$ cat src/rtl/mesi_pkg.sv
package mesi_pkg;

    localparam int ADDR_W  = 10;
    localparam int DATA_W  = 16;
    localparam int OFS_W   = 1;
    localparam int IDX_W   = 2;
    localparam int WORDS   = 1 << OFS_W;
    localparam int LINES   = 1 << IDX_W;
    localparam int TAG_W   = ADDR_W - IDX_W - OFS_W;
    localparam int LADDR_W = ADDR_W - OFS_W;
    localparam int LINE_W  = DATA_W * WORDS;

    typedef enum logic [1:0] {
        ST_I = 2'd0,
        ST_S = 2'd1,
        ST_E = 2'd2,
        ST_M = 2'd3
    } coh_t;

    typedef enum logic [2:0] {
        BC_NONE = 3'd0,
        BC_RD   = 3'd1,
        BC_RDX  = 3'd2,
        BC_INV  = 3'd3,
        BC_WB   = 3'd4
    } bcmd_t;

    typedef struct packed {
        logic [TAG_W-1:0]  tag;
        coh_t              st;
        logic [LINE_W-1:0] data;
    } line_t;

    function automatic logic [IDX_W-1:0] idx_of(input logic [ADDR_W-1:0] a);
        return a[OFS_W +: IDX_W];
    endfunction

    function automatic logic [TAG_W-1:0] tag_of(input logic [ADDR_W-1:0] a);
        return a[ADDR_W-1 -: TAG_W];
    endfunction

    function automatic logic [OFS_W-1:0] ofs_of(input logic [ADDR_W-1:0] a);
        return a[OFS_W-1:0];
    endfunction

    function automatic logic [DATA_W-1:0] pick_word(input logic [LINE_W-1:0] l,
                                                    input logic [OFS_W-1:0] o);
        return l[int'(o)*DATA_W +: DATA_W];
    endfunction

    function automatic logic [LINE_W-1:0] merge_word(input logic [LINE_W-1:0] l,
                                                     input logic [OFS_W-1:0] o,
                                                     input logic [DATA_W-1:0] w);
        logic [LINE_W-1:0] r;
        r = l;
        r[int'(o)*DATA_W +: DATA_W] = w;
        return r;
    endfunction

endpackage

$ cat src/rtl/mesi_line_store.sv
module mesi_line_store
    import mesi_pkg::*;
(
    input  logic             clk,
    input  logic             rst,
    input  logic [IDX_W-1:0] rd_idx_a,
    input  logic [IDX_W-1:0] rd_idx_b,
    output line_t            line_a,
    output line_t            line_b,
    input  logic             wr_en,
    input  logic [IDX_W-1:0] wr_idx,
    input  line_t            wr_line
);

    line_t lines [LINES];

    for (genvar gi = 0; gi < LINES; gi++) begin : g_line
        always_ff @(posedge clk) begin
            if (rst) begin
                lines[gi] <= '0;
            end else if (wr_en && wr_idx == IDX_W'(gi)) begin
                lines[gi] <= wr_line;
            end
        end
    end

    assign line_a = lines[rd_idx_a];
    assign line_b = lines[rd_idx_b];

endmodule

$ cat src/rtl/mesi_snoop_unit.sv
module mesi_snoop_unit
    import mesi_pkg::*;
(
    input  logic               sn_valid,
    input  logic [2:0]         sn_cmd,
    input  logic [LADDR_W-1:0] sn_laddr,
    input  line_t              cur,
    output logic               sn_hit,
    output logic               sn_supply,
    output logic               sn_wb,
    output logic [LINE_W-1:0]  sn_data,
    output logic               upd_en,
    output line_t              upd_line
);

    logic match;

    assign match = sn_valid && (cur.st != ST_I)
                   && (cur.tag == sn_laddr[LADDR_W-1 -: TAG_W]);

    always_comb begin
        sn_hit    = 1'b0;
        sn_supply = 1'b0;
        sn_wb     = 1'b0;
        sn_data   = '0;
        upd_en    = 1'b0;
        upd_line  = cur;
        if (match) begin
            case (bcmd_t'(sn_cmd))
                BC_RD: begin
                    sn_hit      = 1'b1;
                    sn_supply   = 1'b1;
                    sn_wb       = (cur.st == ST_M);
                    sn_data     = cur.data;
                    upd_en      = 1'b1;
                    upd_line.st = ST_S;
                end
                BC_RDX: begin
                    sn_hit      = 1'b1;
                    sn_supply   = 1'b1;
                    sn_wb       = (cur.st == ST_M);
                    sn_data     = cur.data;
                    upd_en      = 1'b1;
                    upd_line.st = ST_I;
                end
                BC_INV: begin
                    upd_en      = 1'b1;
                    upd_line.st = ST_I;
                end
                default: ;
            endcase
        end
    end

endmodule

$ cat src/rtl/mesi_req_ctrl.sv
module mesi_req_ctrl
    import mesi_pkg::*;
(
    input  logic               cpu_req,
    input  logic               cpu_we,
    input  logic [ADDR_W-1:0]  cpu_addr,
    input  logic [DATA_W-1:0]  cpu_wdata,
    input  line_t              cur,
    input  logic               snoop_busy,
    input  logic               bm_gnt,
    input  logic [LINE_W-1:0]  bm_rdata,
    input  logic               bm_shared,
    output logic               cpu_done,
    output logic [DATA_W-1:0]  cpu_rdata,
    output logic               bm_req,
    output bcmd_t              bm_cmd,
    output logic [LADDR_W-1:0] bm_laddr,
    output logic [LINE_W-1:0]  bm_wdata,
    output logic               upd_en,
    output line_t              upd_line
);

    logic [TAG_W-1:0] tag;
    logic [IDX_W-1:0] idx;
    logic [OFS_W-1:0] ofs;
    logic             tag_hit;
    logic             local_ok;
    logic             fin;

    assign tag      = tag_of(cpu_addr);
    assign idx      = idx_of(cpu_addr);
    assign ofs      = ofs_of(cpu_addr);
    assign tag_hit  = (cur.st != ST_I) && (cur.tag == tag);
    assign local_ok = tag_hit && (!cpu_we || cur.st == ST_M || cur.st == ST_E);
    assign fin      = bm_req && bm_gnt;

    always_comb begin
        bm_cmd   = BC_NONE;
        bm_laddr = {tag, idx};
        bm_wdata = '0;
        if (cpu_req && !local_ok) begin
            if (cur.st == ST_M && !tag_hit) begin
                bm_cmd   = BC_WB;
                bm_laddr = {cur.tag, idx};
                bm_wdata = cur.data;
            end else if (cpu_we && tag_hit) begin
                bm_cmd = BC_INV;
            end else if (cpu_we) begin
                bm_cmd = BC_RDX;
            end else begin
                bm_cmd = BC_RD;
            end
        end
    end

    assign bm_req = (bm_cmd != BC_NONE);

    always_comb begin
        cpu_done  = 1'b0;
        cpu_rdata = pick_word(cur.data, ofs);
        upd_en    = 1'b0;
        upd_line  = cur;
        if (cpu_req && local_ok && !snoop_busy) begin
            cpu_done = 1'b1;
            if (cpu_we) begin
                upd_en        = 1'b1;
                upd_line.st   = ST_M;
                upd_line.data = merge_word(cur.data, ofs, cpu_wdata);
            end
        end else if (fin && !snoop_busy) begin
            upd_en = 1'b1;
            case (bm_cmd)
                BC_WB: begin
                    upd_line.st = ST_I;
                end
                BC_INV: begin
                    cpu_done      = 1'b1;
                    upd_line.st   = ST_M;
                    upd_line.data = merge_word(cur.data, ofs, cpu_wdata);
                end
                BC_RDX: begin
                    cpu_done      = 1'b1;
                    upd_line.tag  = tag;
                    upd_line.st   = ST_M;
                    upd_line.data = merge_word(bm_rdata, ofs, cpu_wdata);
                end
                default: begin
                    cpu_done      = 1'b1;
                    cpu_rdata     = pick_word(bm_rdata, ofs);
                    upd_line.tag  = tag;
                    upd_line.st   = bm_shared ? ST_S : ST_E;
                    upd_line.data = bm_rdata;
                end
            endcase
        end
    end

endmodule

$ cat src/rtl/mesi_snoop_cache.sv
module mesi_snoop_cache
    import mesi_pkg::*;
(
    input  logic               clk,
    input  logic               rst,
    input  logic               cpu_req,
    input  logic               cpu_we,
    input  logic [ADDR_W-1:0]  cpu_addr,
    input  logic [DATA_W-1:0]  cpu_wdata,
    output logic [DATA_W-1:0]  cpu_rdata,
    output logic               cpu_done,
    output logic               cpu_stall,
    output logic               bm_req,
    input  logic               bm_gnt,
    output logic [2:0]         bm_cmd,
    output logic [LADDR_W-1:0] bm_laddr,
    output logic [LINE_W-1:0]  bm_wdata,
    input  logic [LINE_W-1:0]  bm_rdata,
    input  logic               bm_shared,
    input  logic               sn_valid,
    input  logic [2:0]         sn_cmd,
    input  logic [LADDR_W-1:0] sn_laddr,
    output logic               sn_hit,
    output logic               sn_supply,
    output logic               sn_wb,
    output logic [LINE_W-1:0]  sn_data
);

    line_t            cpu_line;
    line_t            snp_line;
    line_t            snp_upd;
    line_t            req_upd;
    line_t            wr_line;
    logic             snp_upd_en;
    logic             req_upd_en;
    logic             wr_en;
    logic [IDX_W-1:0] wr_idx;
    logic [IDX_W-1:0] snp_idx;
    bcmd_t            cmd_e;

    assign snp_idx = sn_laddr[IDX_W-1:0];

    mesi_line_store u_store (
        .clk      (clk),
        .rst      (rst),
        .rd_idx_a (idx_of(cpu_addr)),
        .rd_idx_b (snp_idx),
        .line_a   (cpu_line),
        .line_b   (snp_line),
        .wr_en    (wr_en),
        .wr_idx   (wr_idx),
        .wr_line  (wr_line)
    );

    mesi_snoop_unit u_snoop (
        .sn_valid  (sn_valid),
        .sn_cmd    (sn_cmd),
        .sn_laddr  (sn_laddr),
        .cur       (snp_line),
        .sn_hit    (sn_hit),
        .sn_supply (sn_supply),
        .sn_wb     (sn_wb),
        .sn_data   (sn_data),
        .upd_en    (snp_upd_en),
        .upd_line  (snp_upd)
    );

    mesi_req_ctrl u_ctrl (
        .cpu_req    (cpu_req),
        .cpu_we     (cpu_we),
        .cpu_addr   (cpu_addr),
        .cpu_wdata  (cpu_wdata),
        .cur        (cpu_line),
        .snoop_busy (sn_valid),
        .bm_gnt     (bm_gnt),
        .bm_rdata   (bm_rdata),
        .bm_shared  (bm_shared),
        .cpu_done   (cpu_done),
        .cpu_rdata  (cpu_rdata),
        .bm_req     (bm_req),
        .bm_cmd     (cmd_e),
        .bm_laddr   (bm_laddr),
        .bm_wdata   (bm_wdata),
        .upd_en     (req_upd_en),
        .upd_line   (req_upd)
    );

    assign bm_cmd    = cmd_e;
    assign cpu_stall = cpu_req && !cpu_done;

    // Snoop updates win the single array write port.
    assign wr_en   = snp_upd_en || req_upd_en;
    assign wr_idx  = snp_upd_en ? snp_idx : idx_of(cpu_addr);
    assign wr_line = snp_upd_en ? snp_upd : req_upd;

endmodule

$ cat config.mk
export PLATFORM = sky130hd
export DESIGN_NAME = mesi_snoop_cache
export DESIGN_NICKNAME = d
export VERILOG_FILES = /design/src/rtl/mesi_pkg.sv /design/src/rtl/mesi_line_store.sv /design/src/rtl/mesi_snoop_unit.sv /design/src/rtl/mesi_req_ctrl.sv /design/src/rtl/mesi_snoop_cache.sv
export SDC_FILE = /design/constraint.sdc
export NUM_CORES = 1
export LEC_CHECK = 0
export BUFFER_PORTS_ARGS = -buffer_cell sky130_fd_sc_hd__buf_2
export CAP_MARGIN = 40
export CORE_MARGIN = 5
export CORE_UTILIZATION = 51
export CTS_BUF_LIST = sky130_fd_sc_hd__clkbuf_16
export CTS_CLUSTER_SIZE = 20
export DETAILED_ROUTE_END_ITERATION = 16
export GPL_TIMING_DRIVEN = 1
export PLACE_DENSITY_LB_ADDON = 0.15
export REMOVE_ABC_BUFFERS = 1
export SYNTH_ARGS = -nofsm -noshare
export SYNTH_HDL_FRONTEND = slang
export SYNTH_HIERARCHICAL = 1
export SYNTH_SLANG_ARGS = --single-unit
$ cat constraint.sdc
create_clock -name clk -period 11.3 [get_ports clk]
set_input_delay 2.26 -clock clk [delete_from_list [all_inputs] [get_ports clk]]
set_output_delay 2.26 -clock clk [all_outputs]
set_load 0.005 [all_outputs]
==> flow_metrics.env, run 1 <==
export IMPL_min_path_cells=4
export IMPL_arrival_ns=6.02
export IMPL_synth_top_cell_by_area="edfxtp_1"
export IMPL_min_from="u_store/lines[2][20]"
export IMPL_cp_end_kind="primary output"
export IMPL_slew_headroom_pct=47.5
export IMPL_internal_power_w=0.00116
export IMPL_die_w_um=168
export IMPL_tightestPinTransition_ns=0.788
export IMPL_insertion_delay_ns=0.43
export IMPL_antenna_found_initial=0
export IMPL_gr_total_overflow=0
export IMPL_timing_rr_start="u_store/lines[3][40]"
export IMPL_r2r_cells=11
export IMPL_synth_edf_count=164
export IMPL_finalCritPeriodShare_pct=73.3
export IMPL_p_comb_share_pct=19.4
export IMPL_synth_yosys_warnings=6
export IMPL_wire_per_inst_um=25.9
export IMPL_drt_pass1_iterations=5
export IMPL_drive_above_1_share_pct=39.6
export IMPL_clk_path_buf_depth=2
export IMPL_clock_sinks=164
export IMPL_fin_nets=1177
export IMPL_synthCells=1014
export IMPL_finalCriticalPeriod_ns=8.28
export IMPL_synth_seq_area_share_pct=38.8
export IMPL_avgSynthCellArea_um2=12.5
export IMPL_final_area_um2=13800
export IMPL_synthDistinctLibCells=60
export IMPL_synthFlopType="edfxtp_1"
export IMPL_grt_usage_pct=26.2
export IMPL_diodes=0
export IMPL_path_class="in2out"
export IMPL_skew_ns=0.0151
export IMPL_fillers=2147
export IMPL_synthArstFlopShare_pct=0
export IMPL_seq_power_share_pct=44.4
export IMPL_dr_total_vias=9203
export IMPL_cp_cell_sequence="buf_2, buf_12, mux4_2, nor2_1, nor4_2, and2_2, buf_4, nor3_4, buf_4, mux4_1, buf_2"
export IMPL_largest_reg_flops=164
export IMPL_crit_slowest_cell="mux4_2"
export IMPL_cts_root_buffer="clkbuf_16"
export IMPL_viasPerCell=6.40
export IMPL_leakagePower_nw=5.11
export IMPL_clk_pin_slew_worst_paths_ns=0.07
export IMPL_switching_share_pct=27.0
export IMPL_synth_area_um2=12700
export IMPL_synth_area_leaders="edfxtp_1, mux4_2, nor2_1, mux2_4, mux2i_1"
export IMPL_core_area_um2=24400
export IMPL_cp_slowest_stage_delay_ns=0.63
export IMPL_p_sw_w=0.000429
export IMPL_required_ns=9.04
export IMPL_crit_family="buffers and inverters"
export IMPL_cts_hold_buffers=0
export IMPL_synth_common_cells="nor2_1, edfxtp_1, mux4_2"
export IMPL_rrSetupSlack_ns=7.14
export IMPL_path_buf_inv=5
export IMPL_start_kind="input port"
export IMPL_fmax_mhz=121
export IMPL_postRouteAntennaNets=0
export IMPL_hold_end="u_store/lines[2][20]"
export IMPL_dp_hpwl_um=22800
export IMPL_final_core_util_pct=56.7
export IMPL_reg2reg_to="u_store/lines[3][0]"
export IMPL_ys_ff_latch=164
export IMPL_drt_iter0_drc=1037
export IMPL_cts_resized_gates=0
export IMPL_hold_class="reg2reg"
export IMPL_place_area_um2=13300
export IMPL_top_regs="u_store/lines: 164 flops"
export IMPL_grt_pass1_wl_um=56800
export IMPL_status="completed"
export IMPL_dieArea_um2=28100
export IMPL_cts_made_buffers=17
export IMPL_setup_viol=0
export IMPL_hold_viol=0
export IMPL_ios=175
export IMPL_grt_pass1_vias=9426
export IMPL_area_delta_synth_final_pct=9.03
export IMPL_power_total_w=0.00159
export IMPL_drc=0
export IMPL_top_register="u_store/lines"
export IMPL_hold_slack_ns=1.07
export IMPL_grt_max_degree=44
export IMPL_cap_violations=0
export IMPL_tns_ns=0
export IMPL_synth_top_area_share_pct=38.8
export IMPL_finalMaxSlewViolations=0
export IMPL_rsz0062_at_grt="false"
export IMPL_p_per_area_nw_per_um2=115
export IMPL_placement_io_buffers=174
export IMPL_p_clk_share_pct=36.2
export IMPL_peakVddDrop_mv=0.104
export IMPL_htree_levels=4
export IMPL_drt_total_wl_um=37300
export IMPL_num_rows=57
export IMPL_cp_max_fo=40
export IMPL_yosysMostFrequentCell="nor2_1"
export IMPL_cts_setup_buffers=0
export IMPL_start_util_pct=52.0
export IMPL_place_congestion=0.840
export IMPL_cts_tree="yes"
export IMPL_dieHeight_um=168
[power by group through the flow]
| stage | registers, W | clock network [W] | logic, W |
|---|---|---|---|
| after floorplan | 0.000716 | 0 | 0.000182 |
| after global placement | 0.000717 | 0 | 0.000300 |
| after detailed placement | 0.000719 | 0 | 0.000305 |
| after CTS | 0.000706 | 0.000584 | 0.000307 |
| after global routing | 0.000709 | 0.000610 | 0.000328 |
| final | 0.000706 | 0.000576 | 0.000309 |
[layer usage]
layer | global-route usage (%) | wire (um) | vias up
met2 | 44.6 | 18500 | 493
met5 | 0 | 0 | -
met4 | 6.10 | 586 | 0
li1 | - | - | 4027
met3 | 4.57 | 3200 | 40
met1 | 35.3 | 15000 | 4643
[metrics by stage]
step                      cells  setup slack [ns]
final                      1437              3.02
after global routing       1437              2.81
after CTS                  1437              2.99
after detailed placement   1405              3.00
after global placement     1400              2.76
after floorplan             877              1.42
[tightest hold or removal path: cells and delay by family, from the launching register on]
kind / cells / cell delay [ns]
mux: 2 / 0.38
simple gates: 2 / 0.24
flops: 1 / 0.33
[layout by cell type, fill, tap and decap left out, types with 4 or more instances in the layout]
master / instances
a21oi_1: 4
a32oi_1: 32
mux4_2: 93
a211o_1: 17
nand2_1: 8
nor2_1: 186
inv_6: 4
xor2_1: 7
or2b_1: 9
clkbuf_16: 17
mux2_2: 34
nand3b_1: 41
nor3_1: 4
mux2_4: 39
nand3_1: 4
clkinv_2: 4
mux4_1: 5
buf_4: 25
a22oi_1: 33
nand2b_1: 9
mux2i_1: 49
o211ai_1: 17
xnor2_1: 6
and2_2: 14
buf_2: 174
o21bai_4: 4
and2_1: 55
edfxtp_1: 164
[logic make-up after synthesis]
kind of cell	synth area share (%)
and+or+nand+nor	14.6
muxes	29.0
DFF	38.8
buffers and inverters	8.81
AOI/OAI and AO/OA	7.70
xor gates and xnor gates	1.03
[area by class of cell]
type	instances	area (um2)	area share, %
multi-input cells	709	6730	48.7
flip-flops and latches	164	4920	35.6
clock buffers	17	425	3.08
clock inverters	15	155	1.12
repair buffers	204	1180	8.50
inverters	4	15.0	0.109
well taps	324	405	2.93
[worst max-delay path by stage]
stage | start | to | cells past startpoint
3_5_place_dp | cpu_addr[1] | cpu_rdata[0] | 11
6_report | cpu_addr[1] | cpu_rdata[0] | 11
2_1_floorplan | sn_laddr[0] | u_store/lines[2][0] | 8
4_1_cts | cpu_addr[1] | cpu_rdata[0] | 11
5_1_grt | cpu_addr[1] | cpu_rdata[0] | 11
3_3_place_gp | cpu_addr[1] | bm_cmd[1] | 9
Note: power is estimated with default switching activity, not from simulation.
==> inputs of run 2 (changes only) <==
- clock period: 11.3 -> 8 ns (I/O delays scaled with it)
==> flow_metrics.env, run 2 (synthesis results as in run 1) <==
export IMPL_cp_end_kind="primary output"
export IMPL_status="completed"
export IMPL_layout_common_cells="nor2_1, buf_2, edfxtp_1"
export IMPL_start_util_pct=52.0
export IMPL_timing_rr_start="u_store/lines[3][35]"
export IMPL_path_class="in2out"
export IMPL_required_ns=6.40
export IMPL_slew_headroom_pct=45.9
export IMPL_grt_pass1_vias=9453
export IMPL_drt_iter0_drc=928
export IMPL_drt_pass1_iterations=6
export IMPL_clk_path_buf_depth=2
export IMPL_place_congestion=0.860
export IMPL_cts_resized_gates=0
export IMPL_dr_total_vias=9237
export IMPL_skew_ns=0.0138
export IMPL_multi_input_area_um2=6730
export IMPL_cp_max_fo=13
export IMPL_core_area_um2=24400
export IMPL_rsz0062_at_grt="false"
export IMPL_drive_above_1_share_pct=39.8
export IMPL_cap_violations=0
export IMPL_largest_reg_flops=164
export IMPL_postRouteAntennaNets=0
export IMPL_cp_startpoint="cpu_addr[1]"
export IMPL_cts_setup_buffers=0
export IMPL_grt_max_degree=48
export IMPL_num_rows=57
export IMPL_gr_total_overflow=0
export IMPL_seq_area_um2=4920
export IMPL_start_kind="input port"
export IMPL_finalMaxSlewViolations=0
export IMPL_placement_io_buffers=174
export IMPL_clock_sinks=164
export IMPL_finalCritPeriodShare_pct=83.0
export IMPL_finalCriticalPeriod_ns=6.64
export IMPL_grt_usage_pct=26.3
export IMPL_peakVddDrop_mv=0.131
export IMPL_top_regs="u_store/lines: 164 flops"
export IMPL_hold_class="reg2reg"
export IMPL_hold_viol=0
export IMPL_drt_total_wl_um=37500
export IMPL_area_delta_synth_final_pct=9.57
export IMPL_wire_per_inst_um=26.0
export IMPL_min_from="u_store/lines[2][15]"
export IMPL_htree_levels=4
export IMPL_leakagePower_nw=5.14
export IMPL_dpl_worst_slack_ns=1.24
export IMPL_drc=0
export IMPL_fillers=2075
export IMPL_arrival_ns=5.04
export IMPL_final_area_um2=13900
export IMPL_insertion_delay_ns=0.43
export IMPL_ios=175
export IMPL_cts_hold_buffers=0
export IMPL_dp_hpwl_um=23400
export IMPL_fmax_mhz=151
export IMPL_die_w_um=168
export IMPL_place_area_um2=13300
export IMPL_setup_viol=0
export IMPL_final_common_cell="nor2_1"
export IMPL_antenna_found_initial=0
export IMPL_p_per_area_nw_per_um2=163
export IMPL_cts_made_buffers=17
export IMPL_grt_pass1_wl_um=56700
export IMPL_clk_pin_slew_worst_paths_ns=0.07
export IMPL_viasPerCell=6.40
export IMPL_tightestPinTransition_ns=0.811
export IMPL_cts_root_buffer="clkbuf_16"
export IMPL_top_register="u_store/lines"
export IMPL_cts_tree="yes"
export IMPL_dieArea_um2=28100
export IMPL_fin_nets=1182
export IMPL_dieHeight_um=168
export IMPL_final_setup_worst_slack_ns=1.36
run 2: cell types whose count changed in the layout (fill, tap and decap cells not counted):
cell / previous run / this run
diode_2: 0 / 1
clkinv_2: 4 / 1
buf_4: 25 / 28
clkinv_4: 2 / 1
buf_12: 1 / 4
buf_16: 3 / 2
buf_6: 0 / 1
inv_8: 0 / 3
clkinv_1: 1 / 2
buf_8: 1 / 0
run 2: path summary, 6_finish.rpt:
kind	slack [ns]	to	cells after the start
min reg2reg	1.08	u_store/lines[2][15]	4
min	1.08	u_store/lines[2][15]	4
max	1.36	cpu_rdata[7]	10
max reg2reg	3.73	u_store/lines[3][23]	11
run 2: cell type report:
class / instances / share of cell area [%]
Multi-Input combinational cell: 709 / 48.4
Sequential cell: 164 / 35.4
Timing Repair Buffer: 209 / 8.83
Clock buffer: 17 / 3.06
Tap cell: 324 / 2.92
Clock inverter: 15 / 1.22
Inverter: 4 / 0.108
Antenna cell: 1 / 0.0180
run 2: report_power, final:
group          total, W  internal, W  leakage [nW]  switching (W)
Combinational  0.000439     0.000201          3.16       0.000238
Sequential     0.000995     0.000980          1.70      0.0000155
Clock          0.000832     0.000469         0.284       0.000363
run 2: through the flow:
step / std cells / total power [W] / util (%) / TNS [ns] / hold slack (ns)
floorplan: 877 / 0.00127 / - / -190.46 / 0.982
global placement: 1406 / 0.00144 / 54.2 / 0 / 1.04
detailed placement: 1410 / 0.00145 / 54.5 / 0 / 1.05
CTS: 1442 / 0.00227 / 57.0 / 0 / 1.07
global route: 1442 / 0.00234 / 57.0 / 0 / 1.12
finish: 1443 / 0.00227 / 57.0 / 0 / 1.08
run 2: metal layers:
layer | share of wire, % | vias up | GRT usage [%]
met5 | 0 | - | 0
met4 | 2.5 | 0 | 8.40
met3 | 7.7 | 61 | 3.72
met2 | 49 | 450 | 44.7
met1 | 40 | 4672 | 35.0
li1 | - | 4054 | -
run 2: critical path, cell delays in order:
cell    delay [ns]
buf_2         0.43
buf_16        0.24
mux4_1        0.62
xor2_1        0.23
nor4_2        0.10
and2_2        0.23
nor3_4        0.38
buf_4         0.41
mux4_1        0.63
buf_2         0.15
==> inputs of run 3 (changes only) <==
- ABC_AREA: default -> 1
- clock period: 8 -> 6.1 ns (I/O delays scaled with it)
==> flow_metrics.env, run 3 <==
export IMPL_cap_violations=0
export IMPL_synthCells=2401
export IMPL_synth_yosys_warnings=6
export IMPL_grt_pass1_wl_um=79600
export IMPL_tns_ns=0
export IMPL_ios=175
export IMPL_hold_class="reg2reg"
export IMPL_drt_pass1_iterations=6
export IMPL_final_core_util_pct=55.9
export IMPL_finalMaxSlewViolations=0
export IMPL_min_path_cells=8
export IMPL_wl_met3_um=5240
export IMPL_drc=0
export IMPL_top_layer="met4"
export IMPL_synth_top_cell_by_area="edfxtp_1"
export IMPL_avgSynthCellArea_um2=6.10
export IMPL_drt_total_wl_um=52000
export IMPL_finalCriticalPeriod_ns=5.36
export IMPL_start_util_pct=51.3
export IMPL_multi_input_area_um2=7260
export IMPL_synth_edf_count=164
export IMPL_ys_ff_latch=164
export IMPL_layout_common_cells="nand2_1, inv_1, nor2_1"
export IMPL_peakVddDrop_mv=0.174
export IMPL_rrSetupSlack_ns=2.56
export IMPL_yosysMostFrequentCell="nand2_1"
export IMPL_gr_total_overflow=0
export IMPL_skew_ns=0.0120
export IMPL_start_kind="input port"
export IMPL_clk_pin_slew_worst_paths_ns=0.06
export IMPL_antenna_found_initial=0
export IMPL_required_ns=4.88
export IMPL_cts_root_buffer="clkbuf_16"
export IMPL_insertion_delay_ns=0.44
export IMPL_slew_headroom_pct=46.0
export IMPL_synthDistinctLibCells=37
export IMPL_place_congestion=0.928
export IMPL_die_w_um=179
export IMPL_hold_viol=0
export IMPL_dp_hpwl_um=33000
export IMPL_clock_sinks=164
export IMPL_synth_area_um2=14600
export IMPL_setup_viol=0
export IMPL_r2r_cells=20
export IMPL_dieHeight_um=179
export IMPL_path_class="in2out"
export IMPL_top_regs="u_store/lines: 164 flops"
export IMPL_top_register="u_store/lines"
export IMPL_fmax_mhz=187
export IMPL_cts_setup_buffers=0
export IMPL_synthArstFlopShare_pct=0
export IMPL_num_rows=62
export IMPL_largest_reg_flops=164
export IMPL_finalCritPeriodShare_pct=87.8
export IMPL_htree_levels=4
export IMPL_synth_top_area_share_pct=33.6
export IMPL_wl_met1_um=20900
export IMPL_dr_total_vias=15600
export IMPL_diodes=0
export IMPL_grt_usage_pct=30.7
export IMPL_synth_area_leaders="edfxtp_1, nand2_1, inv_1, nand3_1, nor2_1"
export IMPL_dieArea_um2=32200
export IMPL_fillers=2902
export IMPL_cp_max_fo=21
export IMPL_core_area_um2=28500
export IMPL_p_per_area_nw_per_um2=197
export IMPL_cts_hold_buffers=0
export IMPL_postRouteAntennaNets=0
export IMPL_arrival_ns=4.14
export IMPL_area_delta_synth_final_pct=8.91
export IMPL_hold_end="u_store/lines[3][2]"
export IMPL_leakagePower_nw=8.32
export IMPL_clk_path_buf_depth=2
export IMPL_fin_nets=2523
export IMPL_drive_above_1_share_pct=13.1
export IMPL_dr_wl_met2_um=24300
export IMPL_min_from="u_store/lines[0][2]"
export IMPL_cts_made_buffers=17
export IMPL_cts_resized_gates=0
export IMPL_status="completed"
export IMPL_timing_rr_start="u_store/lines[3][39]"
export IMPL_synthFlopType="edfxtp_1"
export IMPL_synth_common_cells="nand2_1, inv_1, nor2_1"
export IMPL_seq_area_um2=4920
export IMPL_grt_pass1_vias=14700
export IMPL_placement_io_buffers=174
export IMPL_drt_iter0_drc=1779
export IMPL_final_common_cell="nand2_1"
export IMPL_tightestPinTransition_ns=0.810
export IMPL_viasPerCell=5.49
export IMPL_cp_end_kind="primary output"
export IMPL_synth_seq_area_share_pct=33.6
export IMPL_wire_per_inst_um=18.3
export IMPL_cts_tree="yes"
export IMPL_grt_max_degree=65
export IMPL_reg2reg_to="u_store/lines[2][32]"
export IMPL_rsz0062_at_grt="false"
-- run 3: cell count changes after synthesis, moves of 57 or more --
cell      change
nand2_1     +799
inv_1       +372
nand3_1     +221
o21ai_0     +125
nor2_1      +111
mux4_2       -93
clkbuf_1     +57
-- run 3: worst max path at each step --
stage	startpoint	end	slack, ns	cells past startpoint
global route	cpu_addr[1]	cpu_stall	0.54	16
finish	cpu_addr[1]	cpu_stall	0.74	16
global placement	cpu_addr[1]	cpu_stall	0.89	16
floorplan	sn_laddr[0]	u_store/lines[2][0]	-2.87	15
detailed placement	cpu_addr[1]	cpu_stall	0.85	16
CTS	cpu_addr[1]	cpu_stall	0.84	16
-- run 3: power by group --
group          internal [W]  switching (W)
Combinational      0.000226       0.000561
Sequential          0.00128      0.0000124
Clock              0.000574       0.000489
Total               0.00209        0.00106
-- run 3: cell families (layout without fill, tap and decap cells) --
group	Yosys count	after routing	share of synthesized area, %
simple gates	1435	1435	40.9
buf+inv	578	635	17.0
compound gates	219	219	8.19
flops	164	164	33.6
xor+xnor	5	5	0.299
-- run 3: worst max-delay path: stages --
cell and delay (ns):
buf_2 0.32, buf_4 0.36, nand2_1 0.10, nand3_1 0.09, nand2_1 0.10, or2_1 0.27, nand3_2 0.09, nor2_4 0.05
nand2_4 0.09, nand3_2 0.36, inv_2 0.51, nor2_1 0.11, inv_1 0.09, nand2_1 0.11, nor2_1 0.12, buf_2 0.11
-- run 3: cell type report --
cell class	instances	area share, %
sequential	164	30.9
timing repair buffer	212	7.74
clock inverter	14	0.895
inverter	392	9.26
clock buffer	17	2.67
tap	384	3.01
multi-input combinational	1659	45.5
-- run 3: metal layers --
layer / vias to the layer above / GRT usage [%]
met4: 0 / 10.9
li1: 7465 / -
met3: 127 / 5.84
met5: - / 0
met2: 842 / 50.8
met1: 7177 / 40.4
-- run 3: stage by stage --
step | area, um2 | instances | worst slack [ns] | hold slack, ns | total power [W]
final | 15900 | 2842 | 0.742 | 0.942 | 0.00315
after CTS | 15900 | 2842 | 0.838 | 0.939 | 0.00314
after global placement | 15400 | 2811 | 0.895 | 0.901 | 0.00208
after detailed placement | 15400 | 2811 | 0.855 | 0.919 | 0.00209
after global routing | 15900 | 2842 | 0.537 | 1.01 | 0.00329
after floorplan | 13600 | 2215 | -2.87 | 0.852 | 0.00179
